**src/rtl/xlat_pkg.sv**
```systemverilog
package xlat_pkg;
  // Strobes from the control module to the entry array.
  typedef struct packed {
    logic flushAll;  // invalidate every entry this cycle
    logic writeEn;   // write the fill into the indexed slot
  } xlatStrobe_t;
endpackage

```
**src/rtl/xlat_dpath.sv**
```systemverilog
module xlat_dpath
  import xlat_pkg::*;
#(
  parameter int ENTRIES  = 8,
  parameter int VPN_W    = 20,
  parameter int PFN_W    = 20,
  parameter int KERN_VPN = 'hC0000,
  localparam int IDX_W   = (ENTRIES > 1) ? $clog2(ENTRIES) : 1
) (
  input  logic              clk,
  input  logic              rstN,
  input  xlatStrobe_t       strobe,
  input  logic [IDX_W-1:0]  wrIdx,
  input  logic [VPN_W-1:0]  fillVpn,
  input  logic [PFN_W-1:0]  fillPfn,
  input  logic              fillUser,
  output logic              fillMatchAny,
  output logic [IDX_W-1:0]  fillMatchIdx,
  input  logic              lkValid,
  input  logic [VPN_W-1:0]  lkVpn,
  input  logic              lkUser,
  output logic              lkHit,
  output logic              lkFault,
  output logic [PFN_W-1:0]  lkPfn
);
  logic [ENTRIES-1:0] entValid;
  logic [ENTRIES-1:0] entUser;
  logic [VPN_W-1:0]   entVpn [ENTRIES];
  logic [PFN_W-1:0]   entPfn [ENTRIES];

  logic [ENTRIES-1:0] lkMatchVec;
  logic [ENTRIES-1:0] fillMatchVec;

  genvar g;
  generate
    for (g = 0; g < ENTRIES; g++) begin : g_cmp
      assign lkMatchVec[g]   = entValid[g] && (entVpn[g] == lkVpn);
      assign fillMatchVec[g] = entValid[g] && (entVpn[g] == fillVpn);
    end
  endgenerate

  logic              anyMatch;
  logic              matchUser;
  logic [PFN_W-1:0]  matchPfn;
  always_comb begin
    anyMatch  = 1'b0;
    matchUser = 1'b0;
    matchPfn  = '0;
    for (int i = 0; i < ENTRIES; i++) begin
      if (lkMatchVec[i]) begin
        anyMatch  = 1'b1;
        matchUser = matchUser | entUser[i];
        matchPfn  = matchPfn | entPfn[i];
      end
    end
  end

  always_comb begin
    fillMatchAny = 1'b0;
    fillMatchIdx = '0;
    for (int i = 0; i < ENTRIES; i++) begin
      if (fillMatchVec[i]) begin
        fillMatchAny = 1'b1;
        fillMatchIdx = IDX_W'(i);
      end
    end
  end

  logic kernZone;
  logic userBlock;
  assign kernZone  = lkVpn >= VPN_W'(KERN_VPN);
  assign userBlock = lkUser && (kernZone || (anyMatch && !matchUser));
  assign lkHit     = lkValid && anyMatch && !userBlock;
  assign lkFault   = lkValid && userBlock;
  assign lkPfn     = lkHit ? matchPfn : '0;

  always_ff @(posedge clk) begin
    if (!rstN || strobe.flushAll) begin
      entValid <= '0;
    end else if (strobe.writeEn) begin
      entValid[wrIdx] <= 1'b1;
      entUser[wrIdx]  <= fillUser;
      entVpn[wrIdx]   <= fillVpn;
      entPfn[wrIdx]   <= fillPfn;
    end
  end

  // in-place overwrite keeps tags unique
  p_unique_tags_r6: assert property (@(posedge clk) disable iff (!rstN)
    $onehot0(lkMatchVec) && $onehot0(fillMatchVec));

  // a flush leaves nothing to hit on the next cycle
  p_flush_empties_r3: assert property (@(posedge clk) disable iff (!rstN)
    strobe.flushAll |=> !anyMatch);
endmodule

```
**src/rtl/xlat_ctrl.sv**
```systemverilog
module xlat_ctrl
  import xlat_pkg::*;
#(
  parameter int ENTRIES = 8,
  localparam int IDX_W  = (ENTRIES > 1) ? $clog2(ENTRIES) : 1
) (
  input  logic             clk,
  input  logic             rstN,
  input  logic             fillValid,
  input  logic             ctxWrite,
  input  logic             fillMatchAny,
  input  logic [IDX_W-1:0] fillMatchIdx,
  output xlatStrobe_t      strobe,
  output logic [IDX_W-1:0] wrIdx
);
  logic [IDX_W-1:0] rrPtr;
  logic             allocate;

  assign strobe.flushAll = ctxWrite;
  assign strobe.writeEn  = fillValid && !ctxWrite;
  assign allocate        = strobe.writeEn && !fillMatchAny;
  assign wrIdx           = fillMatchAny ? fillMatchIdx : rrPtr;

  always_ff @(posedge clk) begin
    if (!rstN || ctxWrite) begin
      rrPtr <= '0;
    end else if (allocate) begin
      rrPtr <= (rrPtr == IDX_W'(ENTRIES - 1)) ? '0 : rrPtr + 1'b1;
    end
  end

  // an in-place overwrite leaves the pointer where it was
  p_ptr_hold_on_match_r7: assert property (@(posedge clk) disable iff (!rstN)
    (fillValid && fillMatchAny && !ctxWrite) |=> $stable(rrPtr));

  // a flush, with or without a fill, returns the pointer to slot 0
  p_ptr_home_on_flush_r8: assert property (@(posedge clk) disable iff (!rstN)
    ctxWrite |=> (rrPtr == '0));
endmodule

```
**src/rtl/xlat_cache.sv**
```systemverilog
module xlat_cache
  import xlat_pkg::*;
#(
  parameter int VA_W             = 32,
  parameter int PA_W             = 32,
  parameter int OFF_W            = 12,
  parameter int ENTRIES          = 8,
  parameter logic [31:0] KERN_BASE = 32'hC000_0000,
  localparam int VPN_W           = VA_W - OFF_W,
  localparam int PFN_W           = PA_W - OFF_W,
  localparam int KERN_VPN        = int'(KERN_BASE >> OFF_W),
  localparam int IDX_W           = (ENTRIES > 1) ? $clog2(ENTRIES) : 1
) (
  input  logic             clk,
  input  logic             rstN,
  input  logic             lkValid,
  input  logic [VA_W-1:0]  lkVaddr,
  input  logic             lkUser,
  output logic             lkHit,
  output logic             lkFault,
  output logic [PA_W-1:0]  lkPaddr,
  input  logic             fillValid,
  input  logic [VA_W-1:0]  fillVaddr,
  input  logic [PFN_W-1:0] fillPfn,
  input  logic             fillUser,
  input  logic             ctxWrite
);
  xlatStrobe_t      strobe;
  logic [IDX_W-1:0] wrIdx;
  logic             fillMatchAny;
  logic [IDX_W-1:0] fillMatchIdx;
  logic [PFN_W-1:0] lkPfn;

  xlat_ctrl #(.ENTRIES(ENTRIES)) u_ctrl (
    .clk, .rstN, .fillValid, .ctxWrite, .fillMatchAny, .fillMatchIdx,
    .strobe, .wrIdx
  );

  xlat_dpath #(
    .ENTRIES(ENTRIES), .VPN_W(VPN_W), .PFN_W(PFN_W), .KERN_VPN(KERN_VPN)
  ) u_dpath (
    .clk, .rstN, .strobe, .wrIdx,
    .fillVpn(fillVaddr[VA_W-1:OFF_W]), .fillPfn, .fillUser,
    .fillMatchAny, .fillMatchIdx,
    .lkValid, .lkVpn(lkVaddr[VA_W-1:OFF_W]), .lkUser,
    .lkHit, .lkFault, .lkPfn
  );

  assign lkPaddr = lkHit ? {lkPfn, lkVaddr[OFF_W-1:0]} : '0;

  // a blocked access never reports a hit
  p_no_hit_on_fault_r4: assert property (@(posedge clk) disable iff (!rstN)
    !(lkHit && lkFault));

  // lookups in the cycle after a context write miss
  p_ctx_write_miss_r3: assert property (@(posedge clk) disable iff (!rstN)
    ctxWrite |=> !lkHit);
endmodule

```
**config.mk**
```make
export PLATFORM = sky130hd
export DESIGN_NAME = xlat_cache
export DESIGN_NICKNAME = d
export VERILOG_FILES = /design/src/rtl/xlat_pkg.sv /design/src/rtl/xlat_dpath.sv /design/src/rtl/xlat_ctrl.sv /design/src/rtl/xlat_cache.sv
export SDC_FILE = /design/constraint.sdc
export NUM_CORES = 1
export LEC_CHECK = 0
export ABC_CLOCK_PERIOD_IN_PS = 5960
export BUFFER_PORTS_ARGS = -buffer_cell sky130_fd_sc_hd__buf_2
export CORE_MARGIN = 2
export CORE_UTILIZATION = 40
export CTS_CLUSTER_SIZE = 16
export DETAILED_ROUTE_END_ITERATION = 7
export SLEW_MARGIN = 20
export SYNTH_ARGS = -nofsm -noshare
export SYNTH_HDL_FRONTEND = slang
export SYNTH_HIERARCHICAL = 1
export SYNTH_SLANG_ARGS = --single-unit
```
**constraint.sdc**
```tcl
create_clock -name clk -period 5.96 [get_ports clk]
set_clock_uncertainty 0.15 [all_clocks]
set_input_delay 0.596 -clock clk [delete_from_list [all_inputs] [get_ports clk]]
set_output_delay 0.596 -clock clk [all_outputs]
set_load 0.01 [all_outputs]
```
==> impl_metrics.yaml <==
timing:
  drv_slew: 0
  maxSlewHeadroom_pct: 35.1
  worst_pin_slew_ps: 965
  finalCritPeriodShare_pct: 77.4
  finalSetupTns_ps: 0
  period_needed_ps: 4610
  fmax_mhz: 217
  rsz0062_at_grt: "no"
  setup_viol: 0
  hold_viol: 0
drt:
  viasPerCell: 5.54
  post_drt_wl_per_cell_um: 25.8
  wl_mm: 44.0
  ant_nets: 0
  dr.pass1.iters: 5
  drc: 0
  drt_iter0_drc: 984
  vias: 9437
cells_and_area:
  n_antenna_cell: 0
  final_util_pct: 46.4
  layout.nets: 1251
  layout-drive-gt1-share_pct: 21.9
  seq_area_um2: 10100
  fillers: 3384
  syn_to_final_growth_pct: 14.2
  multi_input_area_um2: 5340
pwr:
  p_sw_mw: 1.12
  clockPowerShare_pct: 42.7
  peakVddDrop_mv: 0.197
  power_frac_comb_pct: 5.6
  seq_power_share_pct: 51.7
  sw_frac_of_total_pct: 22.1
  internal-power_mw: 3.95
  power_density_nw_per_um2: 282
  p_leak_nw: 5.72
grt:
  met1_usage_pct: 30.0
  gr-total-overflow: 0
  use_met3_pct: 2.89
  grt_pass1_vias: 9538
  grt_max_degree: 43
  grt_use_total_pct: 21.4
  antenna_found_initial: 1
  use_met2_pct: 35.1
  grt_first_pass_wirelength_mm: 64.0
  grt-busiest-layer: "met2"
floorplan:
  die_area_um2: 41000
  die_h_um: 203
  rows: 72
  dieWidth_um: 203
  core_um2: 38800
  ios: 125
  start_util_pct: 40.6
worst_setup_path:
  crit_top_cell: "buf_2"
  end_kind: "primary output"
  critPathSlowestCell: "nor4_1"
  start_kind: "input port"
  arrival_ps: 3870
  crit_chain: "buf_2, xnor2_1, nand4_1, nor4_1, nand3_1, nand4_2, o21ai_4, a221oi_4, buf_4, and2_2, buf_2"
  endpoint: "lkPaddr[27]"
  reg2reg_to: "u_dpath/entVpn[4][18]$_DFFE_PP_"
  path_class: "in2out"
  critPathMaxStageDelay_ps: 850
  cp.required_ps: 5210
  path_max_fanout: 33
  startpoint: "lkVaddr[12]"
  rr_worst_depth: 9
  r2r-start: "u_dpath/entVpn[1][11]$_DFFE_PP_"
  rrSetupSlack_ps: 1740
synth:
  yosys_warnings: 6
  async_reset_ff_share_pct: 0
  synth_cells: 1053
  netlist_area_um2: 15800
  synth-edff-count: 328
  synth.avg_cell_area_um2: 15.0
  syn-num-nets: 1146
  synth.distinct_cells: 45
  synth-seq-area-share_pct: 63.8
  ys_ff_latch: 339
  ys.flop_type: "edfxtp_1"
clock_network:
  post_cts_buffers: 0
  cts-hold-fix-buffers: 0
  cts_tree: "yes"
  clk_pin_slew_ps: 60
  post_cts_resized: 0
  cts_sinks: 339
  cts-htree-levels: 2
  cts-root-buf: "clkbuf_16"
  clockBufferDepth: 3
  numCtsBuffers: 37
  clock_latency_ps: 550
placement:
  port_buffers: 112
  dp_hpwl_mm: 26.7
  finalWeightedCongestion: 0.800
worst_hold_path:
  min_path_type: "in2reg"
run:
  cap_violations: 0
outcome:
  outcome: "finished clean"
registers in the layout, indices dropped and copies added (netlist names):
| name | count |
|---|---|
| u_dpath/entValid | 8 |
| u_dpath/entPfn | 160 |
| u_dpath/entVpn | 160 |
| u_ctrl/rrPtr | 3 |
| u_dpath/entUser | 8 |
worst min path at each step:
stage / from / end / slack, ps / cells past startpoint
final: fillPfn[1] / u_dpath/entPfn[5][1]$_DFFE_PP_ / 170 / 1
after floorplan: u_dpath/entValid[0]$_SDFFE_PP0P_ / u_dpath/entValid[0]$_SDFFE_PP0P_ / 290 / 1
after CTS: fillPfn[1] / u_dpath/entPfn[5][1]$_DFFE_PP_ / 150 / 1
after detailed placement: u_dpath/entValid[5]$_SDFFE_PP0P_ / u_dpath/entValid[5]$_SDFFE_PP0P_ / 310 / 1
after global placement: u_dpath/entValid[5]$_SDFFE_PP0P_ / u_dpath/entValid[5]$_SDFFE_PP0P_ / 310 / 1
after global routing: fillPfn[1] / u_dpath/entPfn[5][1]$_DFFE_PP_ / 170 / 1
cells in the final DEF (no fill, tap or decap), drive strengths merged, types with 5 or more instances in the layout:
master  instances
o21ai           5
a21o            8
xnor2         256
and3            5
nand3b          5
nor2            9
edfxtp        328
nor4           32
nand2           9
clkinv         17
inv            11
clkbuf         46
buf           133
a221oi         61
nand3          22
nand4          61
and2           39
xor2           58
a22o           40
dfxtp          11
cell usage after synthesis (all sizes together), types with 2 or more instances:
library cell  instances  area share (%)
nor3                  2           0.063
xnor2               256              14
mux2i                 3            0.19
nor4                 32             1.5
and2                 39             1.8
inv                   9            0.23
nand3b                5            0.24
o21ai                 5            0.18
ha                    2            0.16
nand2b                2           0.079
a222oi                2            0.13
and3                  5            0.20
a22o                 40             2.2
buf                  40             2.0
xor2                 58             3.2
nand3                22            0.70
a221oi               61             4.1
edfxtp              328              62
nor2                  9            0.21
nor2b                 3            0.12
nor4b                 2            0.19
nand2                 9            0.21
dfxtp                11             1.4
mux2                  3            0.21
a21o                  8            0.38
o22ai                 2           0.079
clkbuf               27            0.67
nand4                61             2.5
per-layer routing:
metal,part of all wire [%],vias up
met1,44,4812
met4,2.1,2
met3,6.5,55
met2,48,363
met5,0.027,-
li1,-,4205
kinds of logic (layout without fill, tap and decap cells):
kind of cell    Yosys count  count (layout)  synth area share (%)
flops                   339             339                  63.8
compound gates          122             122                  7.31
buf+inv                  76             209                  2.86
simple gates            194             194                  7.98
fa+ha+maj                 2               2                 0.159
mux                       6               6                 0.405
xor+xnor                314             314                  17.4
worst max-delay path, delay by kind of cell:
family / cells / cell delay, ps
buffers and inverters: 3 / 880
AO/OA/AOI/OAI: 2 / 510
AND/OR/NAND/NOR: 5 / 1670
XOR/XNOR: 1 / 180
per-stage QoR:
stage / cells / total power [mW] / area, µm² / worst slack (ps) / hold WS (ps)
after floorplan: 1053 / 2.84 / 15800 / 50.2 / 290
final: 1704 / 5.07 / 18000 / 1350 / 168
after detailed placement: 1636 / 2.96 / 16900 / 1140 / 312
after global routing: 1704 / 5.21 / 18000 / 1240 / 171
after CTS: 1703 / 5.11 / 18000 / 1130 / 153
after global placement: 1636 / 2.95 / 16900 / 1180 / 306
power by group through the flow:
stage	clock [mW]	combinational, mW	sequential, mW
floorplan	0	0.164	2.67
global placement	0	0.282	2.67
detailed placement	0	0.284	2.67
CTS	2.20	0.286	2.62
global route	2.29	0.303	2.62
finish	2.17	0.286	2.62
cell type report:
class,count,area share [%]
well taps,518,3.60
clock inverters,21,0.972
clock buffers,46,5.33
flip-flops and latches,339,55.9
repair buffers,133,4.38
multi-input cells,638,29.6
inverters,9,0.201
Note: power is estimated with default switching activity, not from simulation.
